**src/rtl/svcreq_pkg.sv**
```systemverilog
package svcreq_pkg;

  typedef enum logic {
    BK_FULL  = 1'b0,
    BK_DRAIN = 1'b1
  } burst_kind_e;

  typedef struct packed {
    logic        active;
    burst_kind_e kind;
  } burst_stat_t;

  localparam int DIR_TX = 0;
  localparam int DIR_RX = 1;
  localparam int NDIR   = 2;

endpackage

```
**src/rtl/svc_byte_fifo.sv**
```systemverilog
module svc_byte_fifo #(
  parameter int DW    = 8,
  parameter int DEPTH = 8,
  localparam int AW   = $clog2(DEPTH),
  localparam int CW   = AW + 1
) (
  input  logic          clk,
  input  logic          rst_n,
  input  logic          push,
  input  logic [DW-1:0] wdata,
  input  logic          pop,
  output logic [DW-1:0] rdata,
  output logic [CW-1:0] level,
  output logic          push_ok,
  output logic          pop_ok,
  output logic          ovf,
  output logic          udf
);

  logic [DW-1:0] mem [DEPTH];
  logic [AW-1:0] wptr_q, wptr_nx, rptr_q, rptr_nx;
  logic [CW-1:0] level_nx;
  logic          ovf_nx, udf_nx;

  always_comb begin
    push_ok  = push && (level != CW'(DEPTH));
    pop_ok   = pop && (level != '0);
    wptr_nx  = wptr_q;
    rptr_nx  = rptr_q;
    if (push_ok) wptr_nx = (wptr_q == AW'(DEPTH - 1)) ? '0 : wptr_q + AW'(1);
    if (pop_ok)  rptr_nx = (rptr_q == AW'(DEPTH - 1)) ? '0 : rptr_q + AW'(1);
    level_nx = level + CW'(push_ok) - CW'(pop_ok);
    ovf_nx   = ovf | (push & ~push_ok);
    udf_nx   = udf | (pop & ~pop_ok);
  end

  always_ff @(posedge clk or negedge rst_n) begin
    if (!rst_n) begin
      wptr_q <= '0;
      rptr_q <= '0;
      level  <= '0;
      ovf    <= 1'b0;
      udf    <= 1'b0;
    end else begin
      wptr_q <= wptr_nx;
      rptr_q <= rptr_nx;
      level  <= level_nx;
      ovf    <= ovf_nx;
      udf    <= udf_nx;
    end
  end

  always_ff @(posedge clk) begin
    if (push_ok) mem[wptr_q] <= wdata;
  end

  assign rdata = mem[rptr_q];

endmodule

```
**src/rtl/svc_burst_track.sv**
```systemverilog
module svc_burst_track
  import svcreq_pkg::*;
#(
  parameter int CW = 4
) (
  input  logic          clk,
  input  logic          rst_n,
  input  logic          start_full,
  input  logic          start_drain,
  input  logic [CW-1:0] full_size,
  input  logic [CW-1:0] drain_size,
  input  logic          tick,
  output burst_stat_t   stat
);

  logic          act_q, act_nx;
  burst_kind_e   kind_q, kind_nx;
  logic [CW-1:0] cnt_q, cnt_nx;

  always_comb begin
    act_nx  = act_q;
    kind_nx = kind_q;
    cnt_nx  = cnt_q;
    if (!act_q) begin
      if (start_full) begin
        act_nx  = 1'b1;
        kind_nx = BK_FULL;
        cnt_nx  = full_size;
      end else if (start_drain) begin
        act_nx  = 1'b1;
        kind_nx = BK_DRAIN;
        cnt_nx  = drain_size;
      end
    end else if (tick) begin
      cnt_nx = cnt_q - CW'(1);
      if (cnt_q == CW'(1)) act_nx = 1'b0;
    end
  end

  always_ff @(posedge clk or negedge rst_n) begin
    if (!rst_n) begin
      act_q  <= 1'b0;
      kind_q <= BK_FULL;
      cnt_q  <= '0;
    end else begin
      act_q  <= act_nx;
      kind_q <= kind_nx;
      cnt_q  <= cnt_nx;
    end
  end

  assign stat.active = act_q;
  assign stat.kind   = kind_q;

endmodule

```
**src/rtl/svcreq_gen.sv**
```systemverilog
module svcreq_gen
  import svcreq_pkg::*;
#(
  parameter int DW         = 8,
  parameter int DEPTH      = 8,
  parameter int LENW       = 16,
  parameter int RST_STAGES = 2,
  localparam int AW        = $clog2(DEPTH),
  localparam int CW        = AW + 1
) (
  input  logic            clk,
  input  logic            rst_n,
  input  logic            tx_push,
  input  logic [DW-1:0]   tx_wdata,
  input  logic            line_tx_pop,
  output logic [DW-1:0]   line_tx_data,
  output logic [CW-1:0]   tx_level,
  input  logic            line_rx_push,
  input  logic [DW-1:0]   line_rx_data,
  input  logic            rx_pop,
  output logic [DW-1:0]   rx_rdata,
  output logic [CW-1:0]   rx_level,
  input  logic [AW-1:0]   tx_thr,
  input  logic [AW-1:0]   rx_thr,
  input  logic            drain_en,
  input  logic            slave_tx,
  input  logic            len_load,
  input  logic [LENW-1:0] len_value,
  input  logic            irq_en_tx,
  input  logic            irq_en_rx,
  input  logic            dma_en_tx,
  input  logic            dma_en_rx,
  input  logic            dma_clr_tx,
  input  logic            dma_clr_rx,
  output logic            tx_ready,
  output logic            rx_ready,
  output logic            tx_drain,
  output logic            rx_drain,
  output logic            irq_tx,
  output logic            irq_rx,
  output logic            dma_req_tx,
  output logic            dma_req_rx,
  output logic            tx_ovf,
  output logic            tx_udf,
  output logic            rx_ovf,
  output logic            rx_udf
);

  // Reset: asserted asynchronously, released after RST_STAGES edges
  logic [RST_STAGES-1:0] rsync_q;
  logic                  rst_core_n;

  always_ff @(posedge clk or negedge rst_n) begin
    if (!rst_n) rsync_q <= '0;
    else        rsync_q <= {rsync_q[RST_STAGES-2:0], 1'b1};
  end
  assign rst_core_n = rsync_q[RST_STAGES-1];

  // Byte queues
  logic tx_push_ok, tx_pop_ok, rx_push_ok, rx_pop_ok;

  svc_byte_fifo #(.DW(DW), .DEPTH(DEPTH)) u_txq (
    .clk(clk), .rst_n(rst_core_n),
    .push(tx_push), .wdata(tx_wdata),
    .pop(line_tx_pop), .rdata(line_tx_data),
    .level(tx_level), .push_ok(tx_push_ok), .pop_ok(tx_pop_ok),
    .ovf(tx_ovf), .udf(tx_udf)
  );

  svc_byte_fifo #(.DW(DW), .DEPTH(DEPTH)) u_rxq (
    .clk(clk), .rst_n(rst_core_n),
    .push(line_rx_push), .wdata(line_rx_data),
    .pop(rx_pop), .rdata(rx_rdata),
    .level(rx_level), .push_ok(rx_push_ok), .pop_ok(rx_pop_ok),
    .ovf(rx_ovf), .udf(rx_udf)
  );

  // Remaining transfer count
  logic [LENW-1:0] rem_q, rem_nx;

  always_comb begin
    rem_nx = rem_q;
    if (len_load)                                       rem_nx = len_value;
    else if ((tx_pop_ok || rx_push_ok) && rem_q != '0)  rem_nx = rem_q - LENW'(1);
  end

  always_ff @(posedge clk or negedge rst_n) begin
    if (!rst_n) rem_q <= '0;
    else if (!rst_core_n) rem_q <= '0;
    else rem_q <= rem_nx;
  end

  // Burst start conditions per direction
  logic [CW-1:0] tx_burst, rx_burst;
  logic          tx_drain_on, rem_short, tx_empty;
  logic [NDIR-1:0] st_full, st_drain, tick;
  logic [CW-1:0] full_sz [NDIR];
  logic [CW-1:0] drain_sz [NDIR];
  burst_stat_t   stat [NDIR];

  always_comb begin
    tx_burst    = CW'(tx_thr) + CW'(1);
    rx_burst    = CW'(rx_thr) + CW'(1);
    tx_drain_on = drain_en & ~slave_tx;
    tx_empty    = (tx_level == '0);
    rem_short   = (rem_q < LENW'(tx_burst));

    st_full[DIR_TX]  = tx_empty && (!tx_drain_on || !rem_short);
    st_drain[DIR_TX] = tx_empty && tx_drain_on && rem_short && (rem_q != '0);
    full_sz[DIR_TX]  = tx_burst;
    drain_sz[DIR_TX] = rem_q[CW-1:0];
    tick[DIR_TX]     = tx_push_ok;

    st_full[DIR_RX]  = (rx_level > CW'(rx_thr));
    st_drain[DIR_RX] = drain_en && (rem_q == '0) && (rx_level != '0) && !st_full[DIR_RX];
    full_sz[DIR_RX]  = rx_burst;
    drain_sz[DIR_RX] = rx_level;
    tick[DIR_RX]     = rx_pop_ok;
  end

  for (genvar d = 0; d < NDIR; d++) begin : g_dir
    svc_burst_track #(.CW(CW)) u_trk (
      .clk(clk), .rst_n(rst_core_n),
      .start_full(st_full[d]), .start_drain(st_drain[d]),
      .full_size(full_sz[d]), .drain_size(drain_sz[d]),
      .tick(tick[d]), .stat(stat[d])
    );
  end

  // Request outputs
  assign tx_ready   = stat[DIR_TX].active;
  assign rx_ready   = stat[DIR_RX].active;
  assign tx_drain   = stat[DIR_TX].active && (stat[DIR_TX].kind == BK_DRAIN);
  assign rx_drain   = stat[DIR_RX].active && (stat[DIR_RX].kind == BK_DRAIN);
  assign irq_tx     = tx_ready & irq_en_tx;
  assign irq_rx     = rx_ready & irq_en_rx;
  assign dma_req_tx = tx_ready & dma_en_tx & ~dma_clr_tx;
  assign dma_req_rx = rx_ready & dma_en_rx & ~dma_clr_rx;

endmodule

```
**config.mk**
```make
export PLATFORM = sky130hd
export DESIGN_NAME = svcreq_gen
export DESIGN_NICKNAME = d
export VERILOG_FILES = /design/src/rtl/svcreq_pkg.sv /design/src/rtl/svc_byte_fifo.sv /design/src/rtl/svc_burst_track.sv /design/src/rtl/svcreq_gen.sv
export SDC_FILE = /design/constraint.sdc
export NUM_CORES = 1
export LEC_CHECK = 0
export BUFFER_PORTS_ARGS = -buffer_cell sky130_fd_sc_hd__buf_2
export CAP_MARGIN = 0
export CORE_ASPECT_RATIO = 1.25
export CORE_MARGIN = 1.5
export CORE_UTILIZATION = 49
export DETAILED_ROUTE_END_ITERATION = 8
export HOLD_SLACK_MARGIN = 0.08
export PLACE_DENSITY = 0.79
export SLEW_MARGIN = 10
export SYNTH_ARGS = -nofsm -noshare
export SYNTH_HDL_FRONTEND = slang
export SYNTH_SLANG_ARGS = --single-unit
export TNS_END_PERCENT = 50
```
**constraint.sdc**
```tcl
create_clock -name clk -period 1.9 [get_ports clk]
set_clock_uncertainty 0.15 [all_clocks]
set_input_delay 0 -clock clk [delete_from_list [all_inputs] [get_ports clk]]
set_output_delay 0 -clock clk [all_outputs]
set_load 0.01 [all_outputs]
```
Word-level counts from Yosys, hierarchy flattened:

Memory sizes are Yosys's and may differ from the RTL's.
Index checks and enable logic that the tools add are counted.

* reduce and logical (&&, ||, !) cells: 32
* mux-type cells: 33
* bitwise gates (word level): 24
* add/subtract/negate cells: 13
* order comparisons: 2
* equal/unequal tests: 11

Operator list (number)
* 2-to-1 mux 16 bit: 3
* 2-to-1 mux 4 bit: 8
* 2-to-1 mux 1 bit: 18
* logical NOT 16 bit: 1
* < comparator 16 x 4 -> 1 bit: 1
* nonzero test 16 bit: 1
* subtractor 16 x 1 -> 16 bit (second input constant): 1
* logical AND 1 bit: 14
* adder 3 x 1 -> 3 bit (second input constant): 4
* == test 3 bit (second input constant): 4
* 2-to-1 mux 3 bit: 4
* AND 1 bit: 11
* inverter 1 bit: 9
* adder 3 x 1 -> 4 bit (second input constant): 2
* adder 4 x 1 -> 4 bit: 2
* == test 4 x 1 -> 1 bit (second input constant): 2
* != test 4 bit (second input constant): 2
* AND reduction 2 bit: 4
* nonzero test 4 bit: 2
* subtractor 4 x 1 -> 4 bit: 2
* subtractor 4 x 1 -> 4 bit (second input constant): 2
* nonzero test 3 bit: 2
* > comparator 4 x 3 -> 1 bit: 1
* logical NOT 4 bit: 1
* 6 further kinds: 14

* RAM bits: 128
* flip-flop bits (word level): 54
* output and inout bits: 36
* input bits: 53
* memories kept: 2
* logic and storage cells: 135

Memories
* u_rxq.mem: words 8, width 8, read ports 1, clocked after Yosys merged registers in 0, write ports 1, RTL line svc_byte_fifo.sv:20 `logic [DW-1:0] mem [DEPTH];`
* u_txq.mem: words 8, width 8, read ports 1, clocked after Yosys merged registers in 0, write ports 1, RTL line svc_byte_fifo.sv:20

Longest topological paths before layout:

Gate-level depths: netlist of run 1.

* word-level depth: 8
* depth in mapped cells: 12
* mapped depth without buffers: 11

Modules after synthesis:

From an unflattened synthesis of run 1, not the netlist that was laid out.

* cell total of the unflattened synthesis: 595
* area total of the unflattened synthesis: 8833.5 um2

Modules (own cells, without submodules)
* svc_byte_fifo (u_txq): cells an instance 157, times used 1, sequential area each 2222.1 um2, area an instance 3178.0 um2
* svc_byte_fifo (u_rxq): cells an instance 156, times used 1, sequential area each 2222.1 um2, area an instance 3171.8 um2
* svcreq_gen: cells an instance 192, times used 1, sequential area each 450.4 um2, area an instance 1582.8 um2
* svc_burst_track: cells an instance 45, times used 2, sequential area each 150.1 um2, area an instance 450.4 um2

Worst setup path after synthesis of run 1:

No wires, ideal clock.

* path kind: register to register
* from: register u_txq.level[2]
* to: register u_txq.level[2]
* setup slack: -858 ps
* buffers on the path: 1
* setup time: 123 ps
* data required time: 1627 ps
* clock period less this slack: 2758 ps
* stages on the path, launching flop included: 13
* arrival time: 2485 ps
* cell sequence: dfrtp_1 -> inv_1 -> ha_1 -> or3b_2 -> and2_1 -> clkbuf_1 -> inv_2 -> ha_1 -> inv_1 -> ha_1 -> inv_1 -> fa_1 -> xnor2_1

* longest elaborated chain between the ends: 4
* elaborated cells on any way between the ends: 6
* classes of those cells: add/sub: 2; eq/ne: 1; reduce/logical: 3

Ends and longest elaborated chain
* from (decl): RTL line svc_byte_fifo.sv:13 `output logic [CW-1:0] level,`
* from (signal assigned): RTL line svc_byte_fifo.sv:47 `level <= level_nx;`
* != test 4 bit: RTL line svc_byte_fifo.sv:26 `push_ok = push && (level != CW'(DEPTH));`
* logical AND 1 bit: RTL line svc_byte_fifo.sv:26
* adder 4 x 1 -> 4 bit: RTL line svc_byte_fifo.sv:32 `level_nx = level + CW'(push_ok) - CW'(pop_ok);`
* subtractor 4 x 1 -> 4 bit *: RTL line svc_byte_fifo.sv:32
* net u_txq.level_nx[2]: RTL line svc_byte_fifo.sv:22 `logic [CW-1:0] level_nx;`

Mark *: on every way through the listed nets, which the timed path passes. The rest lies on a longest branch.
A chain may end at the register's enable or synchronous reset.

Worst setup path in the final report of run 1:

* from: register u_txq.level[2]
* to: register u_txq.level[1]

Same word-level chain as after synthesis.

==> out/results.tsv, run 1 <==
stage	metric	value	unit
clocking	clkTransAtPathRegs	0.08	ns
setup_path	worstPathArrival	2.63	ns
setup_path	rrSetupSlack	-0.54	ns
synthesis	synth.distinct_cells	60	
sta	worst_slew_margin_rel	43.5	%
synthesis	yosys_register_bits	182	
drt	top_layer	met4	
run_status	violations	negative setup slack	
run_status	outcome	finished, violations left	
setup_path	r2r_end	u_txq.level[1]	
drt	postRouteWirelength	20100	um
finish	stdcell_count	1063	
setup_path	cp_cell_sequence	inv_2 -> ha_4 -> or3b_4 -> and2_4 -> inv_8 -> ha_4 -> inv_4 -> ha_4 -> inv_2 -> fa_2 -> inv_1	
drt	drt_first_pass_iters	4	
synthesis	async_flop_share	29.7	%
sta	maxSlewViolCount	0	
synthesis	netlist_top_cells_area	edfxtp_1 46%, dfrtp_1 16%, mux4_2 8.6%	
pwr	p_switching	5.84	mW
synthesis	syn_avg_cell_area	14.9	sq um
clocking	clock_latency	0.44	ns
setup_path	path_class	flop to flop	
grt	grt_pass1_vias	6293	
pwr	power	17.2	mW
finish	area_growth	44.5	%
sta	whs	0.0789	ns
grt	antenna_found_initial	0	
setup_path	cp_common_cell	ha_4	
clocking	htreeDepth	4	
finish	nFillCells	1041	
pwr	p_per_area	1430	nW/um^2
sta	rsz0062_at_grt	true	
setup_path	r2r-start	u_txq.level[2]	
pwr	clockPowerShare	19.7	%
sta	fin_ws	-0.543	ns
floorplanning	boundaryPins	89	
pwr	cellLeakagePower	4.78	nW
pwr	p_comb_share	46.8	%
pwr	seqPwrFrac	33.5	%
finish	final_cell_area	12000	sq um
clocking	cts_buffers	17	
floorplanning	rows	53	
sta	tightest_slew	0.844	ns
synthesis	syn_nets	647	
setup_path	cp_slowest_cell	fa_2	
setup_path	crit_start	u_txq.level[2]	
placement	gp_congestion	0.926	
synthesis	synth_top_area_share	46.1	%
floorplanning	chipWidth	120	um
pwr	p_sw_share	34.0	%
pwr	peakVddDrop	1.03	mV
drt	route.met2.wl	11100	um
setup_path	max_stage_delay	0.51	ns
drt	wire_per_inst	18.9	um
synthesis	yosysMostFrequentCell	edfxtp_1	
drt	drc	0	
finish	nets	918	
synthesis	ys_seq_area_share	62.3	%
sta	fin_crit	2.44	ns
clocking	cts_tree	built	
placement	dp_hpwl	12500	um
drt	drtIter0Drc	362	
synthesis	synth_cells	559	
placement	dp.cells	941	
grt	grt_usage	22.9	%
grt	grt_max_degree	37	
clocking	clock_path_buffers	2	
drt	viasPerCell	5.45	
sta	post-route-period-util	129	%
setup_path	critPathCaptureType	flop	
clocking	cts.sinks	182	
sta	fmax	409	MHz
finish	final_layout_size_suffix_gt1_share	49.3	%
drt	ant_nets	0	
setup_path	required	2.08	ns
floorplanning	die-height	149	um
placement	place.port_buffers	88	
setup_path	endpoint	u_txq.level[1]	
synthesis	yosysTopAreaCell	edfxtp_1	
synthesis	synth_edf_count	128	
synthesis	synthTopCellsByCount	128 x edfxtp_1, 54 x dfrtp_1, 33 x ha_1, 33 x inv_1, 32 x mux4_2	
setup_path	critPathLaunchType	flop	
drt	wl_met1	7610	um
setup_path	rr_worst_depth	11	
synthesis	syn_area	8340	sq um
placement	placedInstanceArea	9950	sq um
clocking	clockRootBuffer	clkbuf_16	
floorplanning	start_util	49.9	%
floorplanning	fp.coreArea	16700	sq um
run	drv_cap	0	
floorplanning	die-area	17800	sq um
grt	grt_overflow	0	
setup_path	critPathMaxFanout	3	
hold_path	hold_class	input pin to flop	
drt	wl_met3	929	um
sta	hold_viol_final	0	
grt	grt_pass1_wl	31100	um
drt	route.vias.total	5795	
synthesis	yosysWarnings	0	
finish	num_antenna_cells	0	
pwr	intPower	11.3	mW
synthesis	synth-main-ff-cell	edfxtp_1	
sta	finalSetupViolCount	185	
finish	final_core_util	72.1	%
-- final cells by class --
class | count | area, sq um | share of cell area, %
timing repair buffer | 274 | 2310 | 19.1
inverter | 34 | 150 | 1.25
clock buffer | 17 | 425 | 3.53
clock inverter | 15 | 130 | 1.08
multi-input combinational | 321 | 3560 | 29.5
sequential | 182 | 5200 | 43.2
tap | 220 | 275 | 2.29
-- routing by layer --
layer / global-route usage [%] / vias up
met5: 0 / -
met4: 9.11 / 0
met3: 5.05 / 30
met2: 42.7 / 172
met1: 25.2 / 2916
li1: - / 2677
-- power by group through the flow --
stage	Combinational, mW	Clock, mW	Sequential (mW)
after floorplan	3.79	0	5.71
after global placement	5.92	0	5.67
after detailed placement	6.22	0	5.74
after CTS	7.55	3.42	5.72
after global routing	8.64	3.56	5.85
final	8.04	3.38	5.76
-- sequential cells by signal, indices dropped and copies added (netlist names), 2 cells and up --
name and cells:
u_txq.rptr_q 3, u_txq.mem 64, u_rxq.level 4, u_txq.wptr_q 3, u_rxq.mem 64, g_dir.u_trk.act_q 2
rem_q 16, u_rxq.rptr_q 3, g_dir.u_trk.kind_q 2, u_rxq.wptr_q 3, rsync_q 2, g_dir.u_trk.cnt_q 8
u_txq.level 4
-- metrics by stage --
step                TNS [ns]  setup slack [ns]
floorplan             -35.65            -0.644
global placement      -35.70            -0.491
detailed placement    -43.38            -0.537
CTS                   -28.29            -0.503
global route          -40.58            -0.606
finish                -30.48            -0.543
-- logic make-up (layout without fill, tap and decap cells) --
logic type	count (synthesis)	in the layout	synth area share, %
flops	182	182	62.3
simple gates	134	134	9.29
compound gates	67	67	5.27
mux	63	63	12.7
buf+inv	56	340	2.73
fa+ha+maj	35	35	5.43
xor+xnor	21	21	2.21
other cells	1	1	0.0450
-- layout by cell type, fill, tap and decap left out, types with 7 or more instances in the layout --
cell type        n
a21oi_1         10
buf_12          10
buf_2           73
buf_4           99
buf_6           41
clkbuf_16       18
dfrtp_1         50
dlygate4sd3_1   48
edfxtp_1       128
ha_1            18
ha_4            14
inv_1           16
inv_2           11
mux2_4          20
mux2i_1          8
mux4_2          32
nand2_1         21
nand2b_1         7
nand3_1          7
nor2_1          12
nor3_1          12
nor3_4          10
nor4_1           7
o21ai_0         18
xnor2_1         15
-- critical path, delay by kind of cell (launching register included) --
kind	cells	cell delay, ns
adders and majority gates	4	0.97
DFF	1	0.40
buffers and inverters	5	0.28
and+or+nand+nor	2	0.54
-- what timing repair did --
item | in CTS | in global routing
buffers inserted | 26 | 17
endpoints found under the hold margin | 208 | 0
cloned | 1 | 2
pin swaps | 43 | 32
hold buffers | 48 | 0
endpoints found under the setup margin | 180 | 185
gates resized for setup | 101 | 54
-- worst min-delay path by stage --
stage,slack (ns),depth (start not counted),end,from
2_1_floorplan,-0.45,0,rem_q[0],rst_n
3_3_place_gp,-0.20,1,rem_q[7],rst_n
3_5_place_dp,-0.19,1,rem_q[12],rst_n
4_1_cts,0.06,6,u_txq.level[0],line_tx_pop
5_1_grt,0.1,6,u_txq.level[0],line_tx_pop
6_report,0.08,6,u_txq.level[0],line_tx_pop
(Power assumes the default switching activity.)
==> inputs of run 2 (changes only) <==
PLACE_DENSITY = 0.68   (was 0.79)
TNS_END_PERCENT = 30   (was 50)
==> run 2 against run 1 <==
Effect of this change:
- non-clock buffer count down 1
- largest power group unchanged
- total power up 0.14%
- sequential power down 1%
- the flow still finishes with violations (negative setup slack)
- count of clock-buffer cells in the layout unchanged
- first-iteration DRC count shrank 2.2%
- clock power increased by 8.3%
==> out/results.tsv, run 2 (synthesis gave the netlist of run 1 again) <==
stage	metric	value	unit	change
grt	antenna_found_initial	0		unchanged
sta	worst_slew_margin_rel	42.6	%	was 43.5%
finish	multi_input_area	3470	sq um	was 3560 sq um
grt	grt_usage	22.9	%	about the same
sta	hold_viol_final	0		unchanged
sta	fin_crit	2.45	ns	was 2.44 ns
pwr	p_switching	5.64	mW	was 5.84 mW
sta	post-route-period-util	129	%	about the same
drt	ant_nets	0		unchanged
hold_path	hp-start	dma_clr_tx		was line_tx_pop
floorplanning	fp.coreArea	16700	sq um	unchanged
grt	grt_pass1_vias	6136		was 6,293
clocking	clock_latency	0.43	ns	was 0.44 ns
drt	postRouteWirelength	19700	um	was 20,100 um
placement	dp_hpwl	11800	um	was 12,500 um
setup_path	critPathMaxFanout	3		unchanged
floorplanning	rows	53		unchanged
finish	final_core_util	71.7	%	was 72.1%
grt	grt_pass1_wl	31100	um	about the same
setup_path	cp_slowest_cell	dfrtp_1		was fa_2
clocking	clockRootBuffer	clkbuf_16		unchanged
hold_path	holdPathEnd	dma_req_tx		was u_txq.level[0]
pwr	seqPwrFrac	33.1	%	was 33.5%
finish	nFillCells	1083		was 1,041
floorplanning	die-area	17800	sq um	unchanged
finish	area_growth	43.7	%	was 44.5%
pwr	p_comb_share	45.7	%	was 46.8%
sta	whs	0.0828	ns	was 0.0789 ns
setup_path	r2r_end	u_txq.level[3]		was u_txq.level[1]
pwr	clockPowerShare	21.3	%	was 19.7%
pwr	cellLeakagePower	4.78	nW	about the same
finish	num_antenna_cells	0		unchanged
run_status	violations	negative setup slack		unchanged
setup_path	worstPathArrival	2.64	ns	was 2.63 ns
setup_path	cp_cell_sequence	inv_2 -> ha_4 -> or3b_4 -> nand2_4 -> inv_2 -> ha_4 -> inv_4 -> ha_4 -> buf_4 -> a21o_1 -> a21oi_2 -> xor2_1		was inv_2 -> ha_4 -> or3b_4 -> and2_4 -> inv_8 -> ha_4 -> inv_4 -> ha_4 -> inv_2 -> fa_2 -> inv_1
setup_path	critical_path.top_delay_family	adder cells		unchanged
setup_path	cp_common_cell	ha_4		unchanged
finish	final_layout_size_suffix_gt1_share	47.6	%	was 49.3%
sta	tightest_slew	0.859	ns	was 0.844 ns
sta	finalSetupViolCount	183		was 185
run_status	outcome	finished, violations left		unchanged
grt	grt_overflow	0		unchanged
floorplanning	start_util	49.9	%	unchanged
pwr	p_per_area	1440	nW/um^2	was 1430 nW/um^2
pwr	intPower	11.6	mW	was 11.3 mW
drt	viasPerCell	5.43		was 5.45
hold_path	hold_depth	3		was 6
clocking	cts.sinks	182		unchanged
clocking	htreeDepth	4		unchanged
finish	layout_common_cells	128 x edfxtp_1, 100 x buf_4, 72 x buf_2		was 128 x edfxtp_1, 99 x buf_4, 73 x buf_2
clocking	clkTransAtPathRegs	0.07	ns	was 0.08 ns
finish	area.sequential	5200	sq um	about the same
grt	grt_max_degree	26		was 37
clocking	cts_tree	built		unchanged
finish	mostFrequentLayoutCell	edfxtp_1		unchanged
setup_path	r2r-start	u_txq.level[2]		unchanged
placement	gp_congestion	0.825		was 0.926
pwr	p_sw_share	32.8	%	was 34.0%
clocking	cts_buffers	17		unchanged
setup_path	rrSetupSlack	-0.55	ns	was -0.54 ns
setup_path	required	2.10	ns	was 2.08 ns
floorplanning	boundaryPins	89		unchanged
sta	fin_ws	-0.545	ns	was -0.543 ns
finish	biggestRegsByFlops	u_rxq.mem x64, u_txq.mem x64, rem_q x16		unchanged
run	drv_cap	0		unchanged
pwr	peakVddDrop	1.10	mV	was 1.03 mV
drt	route.vias.total	5766		was 5,795
sta	fmax	409	MHz	about the same
floorplanning	chipWidth	120	um	unchanged
clocking	clock_path_buffers	2		unchanged
setup_path	rr_worst_depth	12		was 11
sta	rsz0062_at_grt	true		unchanged
setup_path	path_buf_inv	4		was 5
drt	wire_per_inst	18.5	um	was 18.9 um
setup_path	critPathCaptureType	flop		unchanged
setup_path	path_class	flop to flop		unchanged
finish	nets	917		was 918
floorplanning	die-height	149	um	unchanged
placement	place.port_buffers	88		unchanged
hold_path	hold_class	input pin to primary output		was input pin to flop
drt	drtIter0Drc	354		was 362
setup_path	critPathLaunchType	flop		unchanged
drt	drt_first_pass_iters	5		was 4
sta	maxSlewViolCount	0		unchanged
drt	drc	0		unchanged
finish	final_cell_area	12000	sq um	about the same
setup_path	max_stage_delay	0.39	ns	was 0.51 ns
placement	placedInstanceArea	9880	sq um	was 9950 sq um
==> run 2: cell types whose count changed in the layout (fill, tap and decap cells not counted), moves of 4 or more <==
cell	before	now
mux2_2	3	7
nor3_2	3	9
nor3_1	12	7
ha_4	14	9
mux2_4	20	16
dlygate4sd3_1	48	52
ha_1	18	23
==> run 2: area by class of cell <==
type	count	area share, %
Clock buffer	17	3.55
Inverter	34	1.19
Multi-Input combinational cell	321	29.0
Timing Repair Buffer	273	19.0
Tap cell	220	2.30
Clock inverter	15	1.59
Sequential cell	182	43.4
==> run 2: power groups by stage <==
stage / registers, mW / logic, mW / clock network (mW)
floorplan: 5.68 / 3.74 / 0
global placement: 5.64 / 5.83 / 0
detailed placement: 5.70 / 6.05 / 0
CTS: 5.65 / 7.42 / 3.73
global route: 5.77 / 8.46 / 3.88
finish: 5.69 / 7.86 / 3.66
==> run 2: layer usage <==
| layer | vias to the layer above | track usage (%) | part of all wire, % |
|---|---|---|---|
| met5 | - | 0 | 0 |
| met4 | 0 | 8.87 | 2.2 |
| met3 | 39 | 4.55 | 4.4 |
| met2 | 193 | 41.8 | 55 |
| met1 | 2865 | 26.4 | 39 |
| li1 | 2669 | - | - |
==> run 2: worst max path at each step <==
stage	end	cells after the start	slack, ns	startpoint
6_report	u_txq.level[3]	12	-0.55	u_txq.level[2]
3_3_place_gp	u_txq.level[1]	11	-0.49	u_txq.level[2]
2_1_floorplan	u_txq.level[1]	12	-0.64	u_txq.level[2]
5_1_grt	u_txq.level[3]	12	-0.60	u_txq.level[2]
3_5_place_dp	rem_q[9]	8	-0.56	u_txq.level[2]
4_1_cts	u_txq.level[1]	11	-0.52	u_txq.level[2]
==> run 2: metrics by stage <==
| stage | instances | TNS (ns) | setup slack [ns] | power [mW] |
|---|---|---|---|---|
| floorplan | 559 | -45.40 | -0.644 | 9.42 |
| global placement | 941 | -30.62 | -0.494 | 11.5 |
| detailed placement | 941 | -38.14 | -0.555 | 11.8 |
| CTS | 1053 | -31.35 | -0.523 | 16.8 |
| global route | 1062 | -43.72 | -0.603 | 18.1 |
| finish | 1062 | -30.96 | -0.545 | 17.2 |
==> run 2: worst register-to-register path, stage by stage (launching register included) <==
cell and delay (ns):
dfrtp_1 0.39, inv_2 0.11, ha_4 0.14, or3b_4 0.39
nand2_4 0.08, inv_2 0.04, ha_4 0.26, inv_4 0.03
ha_4 0.14, buf_4 0.12, a21o_1 0.18, a21oi_2 0.15
xor2_1 0.17
==> run 2: timing repair <==
action                                 4_1_cts  5_1_grt
setup buffers                               28       10
resized for setup                          101       35
pin swaps                                   42       27
hold buffers                                52        0
setup endpoints to repair                  179      186
endpoints found under the hold margin      196        0
gates cloned                                 0        1
==> inputs of run 3 (changes only) <==
RECOVER_POWER = 25   (was not set)
==> run 3 against run 2 <==
Effect of this change:
- the flow still finishes with violations (negative setup slack)
- cell area hardly changed
- total power hardly changed
- via count is 0.43% lower
- highest routed layer unchanged
==> out/results.tsv, run 3 (synthesis gave the netlist of run 1 again) <==
stage	metric	value	unit	change
run_status	outcome	finished, violations left		unchanged
run_status	violations	negative setup slack		unchanged
drt	viasPerCell	5.41		was 5.43
finish	mostFrequentLayoutCell	edfxtp_1		unchanged
drt	drc	0		unchanged
sta	fmax	409	MHz	about the same
grt	grt_usage	22.9	%	unchanged
drt	route.met2.wl	10800	um	about the same
clocking	cts_tree	built		unchanged
setup_path	crit_start	u_txq.level[2]		unchanged
clocking	clockRootBuffer	clkbuf_16		unchanged
setup_path	required	2.10	ns	about the same
floorplanning	rows	53		unchanged
setup_path	path_class	flop to flop		unchanged
drt	wl_met1	7630	um	was 7590 um
drt	ant_nets	0		unchanged
placement	place_ws	-0.555	ns	unchanged
drt	drt_first_pass_iters	4		was 5
setup_path	critPathMaxFanout	3		unchanged
sta	post-route-period-util	129	%	about the same
finish	final_layout_size_suffix_gt1_share	46.8	%	was 47.6%
pwr	peakVddDrop	1.10	mV	about the same
sta	tightest_slew	0.859	ns	about the same
setup_path	critPathLaunchType	flop		unchanged
sta	maxSlewViolCount	0		unchanged
drt	wl_met3	782	um	was 874 um
setup_path	cp_cell_sequence	inv_2 -> ha_4 -> or3b_4 -> nand2_4 -> inv_2 -> ha_4 -> inv_4 -> ha_4 -> buf_4 -> a21o_1 -> a21oi_2 -> xor2_1		unchanged
clocking	htreeDepth	4		unchanged
hold_path	hp-start	dma_clr_tx		unchanged
grt	antenna_found_initial	0		unchanged
clocking	clock_path_buffers	2		unchanged
setup_path	cp_slowest_cell	dfrtp_1		unchanged
drt	drtIter0Drc	393		was 354
setup_path	r2r-start	u_txq.level[2]		unchanged
setup_path	max_stage_delay	0.39	ns	about the same
drt	top_layer	met4		unchanged
clocking	clkTransAtPathRegs	0.07	ns	about the same
clocking	cts_buffers	17		unchanged
finish	nets	917		unchanged
drt	postRouteWirelength	19600	um	was 19,700 um
floorplanning	start_util	49.9	%	unchanged
sta	rsz0062_at_grt	true		unchanged
hold_path	hold_class	input pin to primary output		unchanged
grt	grt_overflow	0		unchanged
clocking	clock_latency	0.43	ns	about the same
drt	route.vias.total	5741		was 5,766
grt	grt_pass1_vias	6136		unchanged
pwr	cellLeakagePower	4.76	nW	was 4.78 nW
finish	num_antenna_cells	0		unchanged
placement	gp_congestion	0.825		unchanged
sta	worst_slew_margin_rel	42.6	%	about the same
setup_path	cp_common_cell	ha_4		unchanged
floorplanning	die-height	149	um	unchanged
sta	fin_crit	2.45	ns	about the same
clocking	cts.sinks	182		unchanged
floorplanning	fp.coreArea	16700	sq um	unchanged
drt	wire_per_inst	18.5	um	about the same
placement	dp_hpwl	11800	um	unchanged
floorplanning	chipWidth	120	um	unchanged
finish	biggestRegsByFlops	u_rxq.mem x64, u_txq.mem x64, rem_q x16		unchanged
setup_path	worstPathArrival	2.65	ns	was 2.64 ns
sta	finalSetupViolCount	181		was 183
run	drv_cap	0		unchanged
finish	stdcell_count	1062		unchanged
placement	place.port_buffers	88		unchanged
sta	hold_viol_final	0		unchanged
floorplanning	boundaryPins	89		unchanged
placement	dp.cells	941		unchanged
grt	grt_pass1_wl	31100	um	unchanged
sta	fin_ws	-0.546	ns	was -0.545 ns
floorplanning	die-area	17800	sq um	unchanged
grt	grt_max_degree	26		unchanged
pwr	p_per_area	1440	nW/um^2	about the same
setup_path	critPathCaptureType	flop		unchanged
finish	layout_common_cells	128 x edfxtp_1, 100 x buf_4, 65 x buf_2		was 128 x edfxtp_1, 100 x buf_4, 72 x buf_2
finish	area_growth	43.6	%	was 43.7%
## run 3: area by class of cell
| class | instances | area (sq um) |
|---|---|---|
| flip-flops and latches | 182 | 5200 |
| fillers | 1087 | 4740 |
| multi-input cells | 321 | 3470 |
| repair buffers | 273 | 2270 |
| clock buffers | 17 | 425 |
| well taps | 220 | 275 |
| clock inverters | 15 | 190 |
| inverters | 34 | 143 |
## run 3: metal layers
| layer | vias to the layer above | track usage, % |
|---|---|---|
| li1 | 2669 | - |
| met1 | 2854 | 26.4 |
| met2 | 179 | 41.8 |
| met3 | 39 | 4.55 |
| met4 | 0 | 8.87 |
| met5 | - | 0 |
## run 3: metrics by stage
| step | setup TNS, ns | instance area (sq um) | total power, mW | hold WS, ns | util, % |
|---|---|---|---|---|---|
| finish | -30.80 | 12000 | 17.2 | 0.0828 | 71.6 |
| detailed placement | -38.14 | 9880 | 11.8 | -0.189 | 59.1 |
| floorplan | -45.40 | 8490 | 9.42 | -0.446 | - |
| global route | -43.72 | 12000 | 18.1 | 0.0928 | 71.6 |
| CTS | -31.35 | 11700 | 16.8 | 0.0833 | 70.3 |
| global placement | -30.62 | 9880 | 11.5 | -0.192 | 59.1 |
## run 3: repair_timing
action                                  4_1_cts  5_1_grt
gates resized for setup                     101       35
buffers inserted                             28       10
hold buffers                                 52        0
endpoints found under the hold margin       196        0
endpoints found under the setup margin      179      186
cloned                                        0        1
pin swaps                                    42       27
## run 3: path summary, 6_finish.rpt
kind,end,slack (ns),depth (start not counted)
worst min-delay path,dma_req_tx,0.08,3
max in group asynchronous,rsync_q[1],0.39,3
worst min register to register,rsync_q[1],0.20,0
min in group asynchronous,u_rxq.level[0],0.31,1
worst max register to register,u_txq.level[3],-0.55,12
worst max-delay path,u_txq.level[3],-0.55,12
## run 3: critical path, delay by kind of cell, from the launching register on
kind,cells,cell delay [ns]
fa+ha+maj,3,0.54
simple gates,2,0.47
flops,1,0.39
compound gates,2,0.33
buf+inv,4,0.30
xor+xnor,1,0.17
## run 3: where the power goes
group	total, mW	leakage [nW]	switching [mW]	internal [mW]
Sequential	5.69	1.81	0.589	5.10
Combinational	7.86	2.65	3.50	4.36
Clock	3.66	0.299	1.56	2.11
Total	17.2	4.76	5.64	11.6
